[src/rtl/kin_pkg.sv]
package kin_pkg;
  localparam int unsigned ADDR_W = 2;

  typedef enum logic [ADDR_W-1:0] {
    KA_PINS = 2'd0,
    KA_MASK = 2'd1,
    KA_FLAG = 2'd2,
    KA_RSVD = 2'd3
  } kin_addr_e;
endpackage

[src/rtl/kin_sync.sv]
module kin_sync #(
  parameter int unsigned W      = 4,
  parameter int unsigned STAGES = 2
) (
  input  logic         clk,
  input  logic         rst_n,
  input  logic [W-1:0] d_i,
  output logic [W-1:0] q_o
);
  logic [W-1:0] stg_q [STAGES];

  always_ff @(posedge clk or negedge rst_n) begin
    if (!rst_n) stg_q[0] <= '0;
    else        stg_q[0] <= d_i;
  end

  for (genvar s = 1; s < STAGES; s++) begin : g_stage
    always_ff @(posedge clk or negedge rst_n) begin
      if (!rst_n) stg_q[s] <= '0;
      else        stg_q[s] <= stg_q[s-1];
    end
  end

  assign q_o = stg_q[STAGES-1];
endmodule

[src/rtl/kin_regs.sv]
module kin_regs
  import kin_pkg::*;
#(
  parameter int unsigned W = 4
) (
  input  logic              clk,
  input  logic              rst_n,
  input  logic              wr_en,
  input  logic              rd_en,
  input  logic [ADDR_W-1:0] addr,
  input  logic [W-1:0]      wdata,
  input  logic [W-1:0]      lvl_i,
  input  logic              flag_i,
  output logic [W-1:0]      mask_o,
  output logic              mask_wr_o,
  output logic              flag_rd_o,
  output logic [W-1:0]      rdata
);
  logic [W-1:0] mask_q, mask_d;
  logic         mask_en;

  assign mask_en   = wr_en && (addr == KA_MASK);
  assign mask_wr_o = mask_en;
  assign flag_rd_o = rd_en && (addr == KA_FLAG);

  always_comb begin
    mask_d = mask_q;
    if (mask_en) mask_d = wdata;
  end

  always_ff @(posedge clk or negedge rst_n) begin
    if (!rst_n) mask_q <= '0;
    else        mask_q <= mask_d;
  end

  always_comb begin
    rdata = '0;
    if (rd_en) begin
      unique case (addr)
        KA_PINS: rdata = lvl_i;
        KA_MASK: rdata = mask_q;
        KA_FLAG: rdata = {{(W-1){1'b0}}, flag_i};
        default: rdata = '0;
      endcase
    end
  end

  assign mask_o = mask_q;
endmodule

[src/rtl/kin_flag.sv]
module kin_flag #(
  parameter int unsigned W = 4
) (
  input  logic         clk,
  input  logic         rst_n,
  input  logic [W-1:0] lvl_i,
  input  logic [W-1:0] mask_i,
  input  logic         mask_wr_i,
  input  logic [W-1:0] wdata_i,
  input  logic         flag_rd_i,
  output logic         set_evt_o,
  output logic         flag_o
);
  logic [W-1:0] prev_q;
  logic [W-1:0] rise;
  logic         edge_set, wr_set;
  logic         flag_q, flag_d;

  always_ff @(posedge clk or negedge rst_n) begin
    if (!rst_n) prev_q <= '0;
    else        prev_q <= lvl_i;
  end

  assign rise     = lvl_i & ~prev_q;
  assign edge_set = |(rise & mask_i);
  assign wr_set   = mask_wr_i && |(wdata_i & lvl_i);
  assign set_evt_o = edge_set || wr_set;

  always_comb begin
    flag_d = flag_q;
    if (flag_rd_i) flag_d = 1'b0;
    if (set_evt_o) flag_d = 1'b1;
  end

  always_ff @(posedge clk or negedge rst_n) begin
    if (!rst_n) flag_q <= 1'b0;
    else        flag_q <= flag_d;
  end

  assign flag_o = flag_q;
endmodule

[src/rtl/kin_irq_ctrl.sv]
module kin_irq_ctrl
  import kin_pkg::*;
#(
  parameter int unsigned N_PINS      = 4,
  parameter int unsigned SYNC_STAGES = 2
) (
  input  logic              clk,
  input  logic              rst_n,
  input  logic [N_PINS-1:0] pin_i,
  input  logic              wr_en,
  input  logic              rd_en,
  input  logic [ADDR_W-1:0] addr,
  input  logic [N_PINS-1:0] wdata,
  output logic [N_PINS-1:0] rdata,
  input  logic              gie,
  output logic              irq_o,
  output logic              wake_o
);
  logic [N_PINS-1:0] lvl;
  logic [N_PINS-1:0] mask_q;
  logic              mask_wr, flag_rd, set_evt, flag_q;

  kin_sync #(.W(N_PINS), .STAGES(SYNC_STAGES)) u_sync (
    .clk(clk), .rst_n(rst_n), .d_i(pin_i), .q_o(lvl)
  );

  kin_regs #(.W(N_PINS)) u_regs (
    .clk(clk), .rst_n(rst_n), .wr_en(wr_en), .rd_en(rd_en), .addr(addr),
    .wdata(wdata), .lvl_i(lvl), .flag_i(flag_q), .mask_o(mask_q),
    .mask_wr_o(mask_wr), .flag_rd_o(flag_rd), .rdata(rdata)
  );

  kin_flag #(.W(N_PINS)) u_flag (
    .clk(clk), .rst_n(rst_n), .lvl_i(lvl), .mask_i(mask_q),
    .mask_wr_i(mask_wr), .wdata_i(wdata), .flag_rd_i(flag_rd),
    .set_evt_o(set_evt), .flag_o(flag_q)
  );

  assign irq_o  = flag_q && gie && (|mask_q);
  assign wake_o = |(lvl & mask_q);
endmodule

[config.mk]
export PLATFORM = sky130hd
export DESIGN_NAME = kin_irq_ctrl
export DESIGN_NICKNAME = d
export VERILOG_FILES = /design/src/rtl/kin_pkg.sv /design/src/rtl/kin_sync.sv /design/src/rtl/kin_regs.sv /design/src/rtl/kin_flag.sv /design/src/rtl/kin_irq_ctrl.sv
export SDC_FILE = /design/constraint.sdc
export NUM_CORES = 1
export LEC_CHECK = 0
export BUFFER_PORTS_ARGS = -buffer_cell sky130_fd_sc_hd__buf_4
export CORE_ASPECT_RATIO = 0.9
export CORE_MARGIN = 2
export CORE_UTILIZATION = 26
export CTS_CLUSTER_DIAMETER = 200
export DETAILED_ROUTE_END_ITERATION = 8
export GPL_TIMING_DRIVEN = 0
export PLACE_DENSITY = 0.5
export SLEW_MARGIN = 30
export SYNTH_ARGS = -nofsm -noshare
export SYNTH_HDL_FRONTEND = slang
export SYNTH_SLANG_ARGS = --single-unit
[constraint.sdc]
create_clock -name clk -period 1.9 [get_ports clk]
set_clock_uncertainty 0.1 [all_clocks]
set_input_delay 0.38 -clock clk [delete_from_list [all_inputs] [get_ports clk]]
set_output_delay 0.38 -clock clk [all_outputs]
set_load 0.05 [all_outputs]
==> results of run 1 <==
==> through the flow <==
stage	hold slack, ns	area, µm²
after global placement	0.1526	842.1
final	0.09893	885.9
after detailed placement	0.1518	842.1
after global routing	0.06801	885.9
after floorplan	-0.01559	664.4
after CTS	0.08489	879.6
==> flip-flops by register name, summed over array words and instances, names as in the netlist <==
name           cells
u_flag.prev_q      4
u_flag.flag_o      1
u_sync.q_o         4
u_sync.stg_q       4
u_regs.mask_o      4
==> repair_timing <==
item	4_1_cts	5_1_grt
gates resized for setup	0	1
endpoints found under the setup margin	0	1
hold buffers	1	0
endpoints found under the hold margin	17	0
==> metal layers <==
metal | share of wire | track usage | vias up
met5 | 0 | 0 | -
met4 | 0.011 | 0.04651 | 0
met3 | 0.068 | 0.02985 | 2
met2 | 0.48 | 0.1437 | 18
met1 | 0.44 | 0.1232 | 225
li1 | - | - | 226
==> cells by family (layout without fill, tap and decap cells) <==
family / after synthesis / in the layout / share of synthesized area
compound gates: 7 / 7 / 0.07342
buf+inv: 1 / 25 / 0.01695
flops: 17 / 17 / 0.6403
simple gates: 16 / 16 / 0.1413
mux: 8 / 8 / 0.1281
==> synth_stat cells <==
cell type	instances	area [µm²]
nand2b_1	1	6.260
nand4_1	1	6.260
nor2_1	4	15.01
nor4_1	1	6.260
a2111o_1	1	11.26
o22ai_1	2	12.51
nand3b_1	2	15.01
nand3b_4	1	20.02
mux2i_1	4	40.04
and2_1	1	6.260
a22oi_1	2	15.01
mux2_2	3	33.78
dfrtp_1	17	425.4
a21oi_1	1	5.000
mux2_1	1	11.26
o21ai_0	1	5.000
buf_6	1	11.26
nand2_1	5	18.77
==> worst max-delay path, cell delays in order (launching register included) <==
cell and delay [ns]:
dfrtp_1 0.43, mux2i_1 0.16, o21ai_0 0.08, and2_1 0.15, buf_4 0.18
==> worst max path at each step <==
stage | startpoint | to | slack [ns] | cells after the start
floorplan | addr[0] | rdata[2] | 0.16 | 3
global route | u_regs.mask_o[0]$_DFFE_PN0P_ | rdata[0] | 0.05 | 4
finish | u_regs.mask_o[0]$_DFFE_PN0P_ | rdata[0] | 0.13 | 4
global placement | addr[0] | rdata[0] | 0.32 | 5
detailed placement | addr[0] | rdata[0] | 0.31 | 5
CTS | u_regs.mask_o[1]$_DFFE_PN0P_ | irq_o | 0.09 | 3
==> cell type report <==
cell class / instances / area, µm²
timing repair buffer: 20 / 152.6
clock inverter: 1 / 5.005
fill: 248 / 1560
sequential: 17 / 425.4
tap: 28 / 35.03
multi-input combinational: 31 / 234.0
buffer: 1 / 11.26
clock buffer: 3 / 22.52
==> power breakdown <==
group          switching (mW)  leakage (nW)  total [mW]  internal, mW
Clock                   0.109        0.0177       0.187        0.0781
Sequential             0.0299         0.197       0.423         0.393
Combinational          0.0944         0.204       0.169        0.0742
Total                   0.233         0.418       0.779         0.546
==> impl_results.md, run 1 <==
* Max Slew Vio Count at 0
* Critical path startpoint category: flop
* Worst-Skew Late Latency at 0.29 ns
* Initial antenna violation count at 0
* Critical Path AT at 1.29 ns
* Final ANT Viol Nets at 0
* Setup Crit Path Kind: reg2out
* Fmax at 566.2 MHz
* Initial Util at 0.2716
* Layout Nets at 89
* Grt ovf at 0
* Syn nets at 64
* Maximum root-to-sink buffer count at 2
* Fin crit period at 1.766 ns
* Cts bufs inserted at 3
* Seq/Total Area, Yosys at 0.6403
* CORE AREA at 2446 µm²
* 1st-iter DRT viols at 5
* N_diodes at 0
* Row cnt at 17
* Wire length per cell at 12.47 µm
* Layout cells sized above 1 at 0.3973
* Top Ports at 21
* Hold Startpoint: pin_i[2]
* Status: complete, no violations
* Full die area at 2976 µm²
* Max_cap viols at 0
* Postcts setup bufs at 0
* R2r setup slk at 0.60 ns
* Slew of the pin with the lowest slew margin at 0.2239 ns
* # setup viols final at 0
* Via count of the first global-routing pass at 424
* Setup crit end kind: output pin
* Netlist cell types at 18
* H-tree Lvls at 1
* Worst vdd ir at 0.4443 mV
* Drt pass-1 iters at 4
* Fin crit share at 0.9295
* Syn Std Cell Area at 664.4 µm²
* Final WL at 1259 µm
* Worst-path fanout max at 4
* Setup TNS at 0 ns
* Most frequent cells in the layout: buf_4, dfrtp_1, nand2_1
* Hold Path Cell Cnt at 1
* Remaining DRCs at 0
* Synth warnings at 0
* Largest net degree at the start of global routing at 18
* DP Worst Slack at 0.3117 ns
* TritonCTS clock tree: done
* Total Power at 778.8 µW
* Placer congestion estimate at 0.8258
* P&R area growth vs syn at 33.33%
* Non-Filler Instances at 101
* Die Span Y at 51.96 µm
* Die X at 57.29 µm
* Reg2reg start: u_sync.q_o[2]$_DFF_PN0_
* Routed vias at 471
* P_leak at 0.4184 nW
* Mapped Cells at 49
* Final Util at 0.3621
* Hold/Removal Path Class: in2reg
* Placed cells at 96
* PortBufs at 19
* Commonest non-fill, non-tap cell in the layout: buf_4
* GRT Overall Usage at 0.09509
* Crit path required time at 1.42 ns
* Hold Path Sink: u_sync.stg_q[6]$_DFF_PN0_
* Worst reg2reg path endpoint: u_flag.flag_o$_DFFE_PN0P_
* Endpoints failing hold at 0
* Syn Area/Cell at 13.56 µm²
* Power Density at 879.2 nW/µm²
* Seq cells post-synth at 17
* Slew HR at 0.8495
* R2R depth at 3
* RSZ-0062 raised after global routing: false
* Worst Slack Setup Final at 0.1339 ns
* Total clock sinks at 17
* Root Buffer: clkbuf_4
* Avg Vias per Cell at 4.663
* Clock slew at reported path FFs at 0.10 ns
* First-pass GRT wire length at 2035 µm
Note: power is estimated with default switching activity, not from simulation.
==> inputs of run 2 (changes only) <==
--- a/config.mk
+++ b/config.mk
@@ -11,8 +11,8 @@
 export CORE_UTILIZATION = 26
 export CTS_CLUSTER_DIAMETER = 200
 export DETAILED_ROUTE_END_ITERATION = 8
+export GPL_ROUTABILITY_DRIVEN = 0
 export GPL_TIMING_DRIVEN = 0
-export PLACE_DENSITY = 0.5
 export SLEW_MARGIN = 30
 export SYNTH_ARGS = -nofsm -noshare
 export SYNTH_HDL_FRONTEND = slang
==> impl_results.md, run 2 (synthesis gave the netlist of run 1 again) <==
* Flop pwr share at 0.548
* Fill cell count at 243
* Register area at 425.4 µm²
* Postcts setup bufs at 0
* Slew HR at 0.8107
* Largest net degree at the start of global routing at 18
* PortBufs at 19
* Layout cells sized above 1 at 0.3699
* Final ANT Viol Nets at 0
* Setup TNS at 0 ns
* Critical Path AT at 1.29 ns
* Drt pass-1 iters at 4
* DP Worst Slack at 0.3045 ns
* Die X at 57.29 µm
* Power share of the clock group at 0.235
* Post-DP Area at 842.1 µm²
* Fmax at 564.2 MHz
* Via count of the first global-routing pass at 480
* P_leak at 0.4151 nW
* Hold/Removal Path Class: in2reg
* Die Span Y at 51.96 µm
* Maximum root-to-sink buffer count at 2
* Logic pwr share at 0.218
* Most frequent cells in the layout: buf_4, dfrtp_1, nand2_1
* Status: complete, no violations
* Power Density at 873.6 nW/µm²
* Layout Nets at 89
* # setup viols final at 0
* Top Ports at 21
* Initial antenna violation count at 0
* Met1 Use GR at 0.1125
* Remaining DRCs at 0
* GRT Overall Usage at 0.08979
* P&R area growth vs syn at 32.20%
* Commonest non-fill, non-tap cell in the layout: buf_4
* Met2 GRT Util at 0.1437
* GR met3 Demand/Resource at 0.05224
* Sw power at 219.3 µW
* Total Power at 767.3 µW
* Max Slew Vio Count at 0
* RSZ-0062 raised after global routing: false
* Clock slew at reported path FFs at 0.09 ns
* Power Internal at 548.1 µW
* Row cnt at 17
* Max_cap viols at 0
* Area of the multi-input gates at 227.7 µm²
* Fin crit share at 0.9328
* Fin crit period at 1.772 ns
* Setup Crit Path Kind: reg2out
* Slew of the pin with the lowest slew margin at 0.2813 ns
* TritonCTS clock tree: done
* First-pass GRT wire length at 2035 µm
* Crit path required time at 1.42 ns
* Worst Slack Setup Final at 0.1277 ns
* Grt ovf at 0
* Worst-path fanout max at 4
* Root Buffer: clkbuf_4
* Final WL at 1192 µm
* Avg Vias per Cell at 4.564
* GR peak layer: met2
* Initial Util at 0.2716
* Full die area at 2976 µm²
* Switching share of total power at 0.2858
* Endpoints failing hold at 0
* Critical path startpoint category: flop
* 1st-iter DRT viols at 14
* Total clock sinks at 17
* CORE AREA at 2446 µm²
* CTS resizes at 0
* Worst-Skew Late Latency at 0.28 ns
* Setup crit end kind: output pin
* Worst vdd ir at 0.5111 mV
* Finished Cell Area at 878.3 µm²
* N_diodes at 0
* Post-detail-place hpwl at 960 µm
* Cts bufs inserted at 3
* Routed vias at 461
* Wire length per cell at 11.80 µm
* H-tree Lvls at 1
run 2: cell count changes in the layout (fill, tap and decap cells not counted), sizes merged:
cell	before	now
clkinv	1	0
clkbuf	3	4
run 2: area by class of cell:
class	instances	share of cell area
plain buffers	1	0.01282
flip-flops and latches	17	0.4843
well taps	28	0.03989
repair buffers	20	0.1738
multi-input cells	31	0.2593
clock buffers	4	0.02991
run 2: final timing paths:
path / start / endpoint / slack (ns) / cells after the start
max in group asynchronous: rst_n / u_sync.q_o[1]$_DFF_PN0_ / 1.13 / 2
max reg2reg: u_sync.q_o[0]$_DFF_PN0_ / u_flag.flag_o$_DFFE_PN0P_ / 0.62 / 3
min in group asynchronous: rst_n / u_regs.mask_o[2]$_DFFE_PN0P_ / 0.38 / 2
max: u_regs.mask_o[1]$_DFFE_PN0P_ / irq_o / 0.13 / 3
min: pin_i[2] / u_sync.stg_q[6]$_DFF_PN0_ / 0.11 / 1
min reg2reg: u_sync.stg_q[6]$_DFF_PN0_ / u_sync.q_o[2]$_DFF_PN0_ / 0.25 / 0
run 2: per-layer routing:
layer | share of wire | routed length [µm]
met1 | 0.46 | 546
met2 | 0.45 | 537
met3 | 0.091 | 109
met4 | 0 | 0
met5 | 0 | 0
run 2: per-stage QoR:
step,util,hold slack [ns],instances
after floorplan,-,-0.01559,49
after global placement,0.3442,0.1475,96
after detailed placement,0.3442,0.1491,96
after CTS,0.3591,0.09476,101
after global routing,0.3591,0.08537,101
final,0.3591,0.1073,101
run 2: critical path, stage by stage (launching register included):
cell,delay [ns]
dfrtp_1,0.42
nor4_1,0.33
nor2_1,0.07
buf_4,0.19
run 2: power by group through the flow:
stage,clock (mW),sequential [mW],combinational (mW)
floorplan,0,0.419,0.108
global placement,0,0.427,0.167
detailed placement,0,0.428,0.168
CTS,0.189,0.420,0.170
global route,0.201,0.425,0.182
finish,0.180,0.420,0.167
run 2: repair_timing:
item	CTS	global route
endpoints found under the hold margin	17	0
hold buffers	1	0
endpoints found under the setup margin	0	0
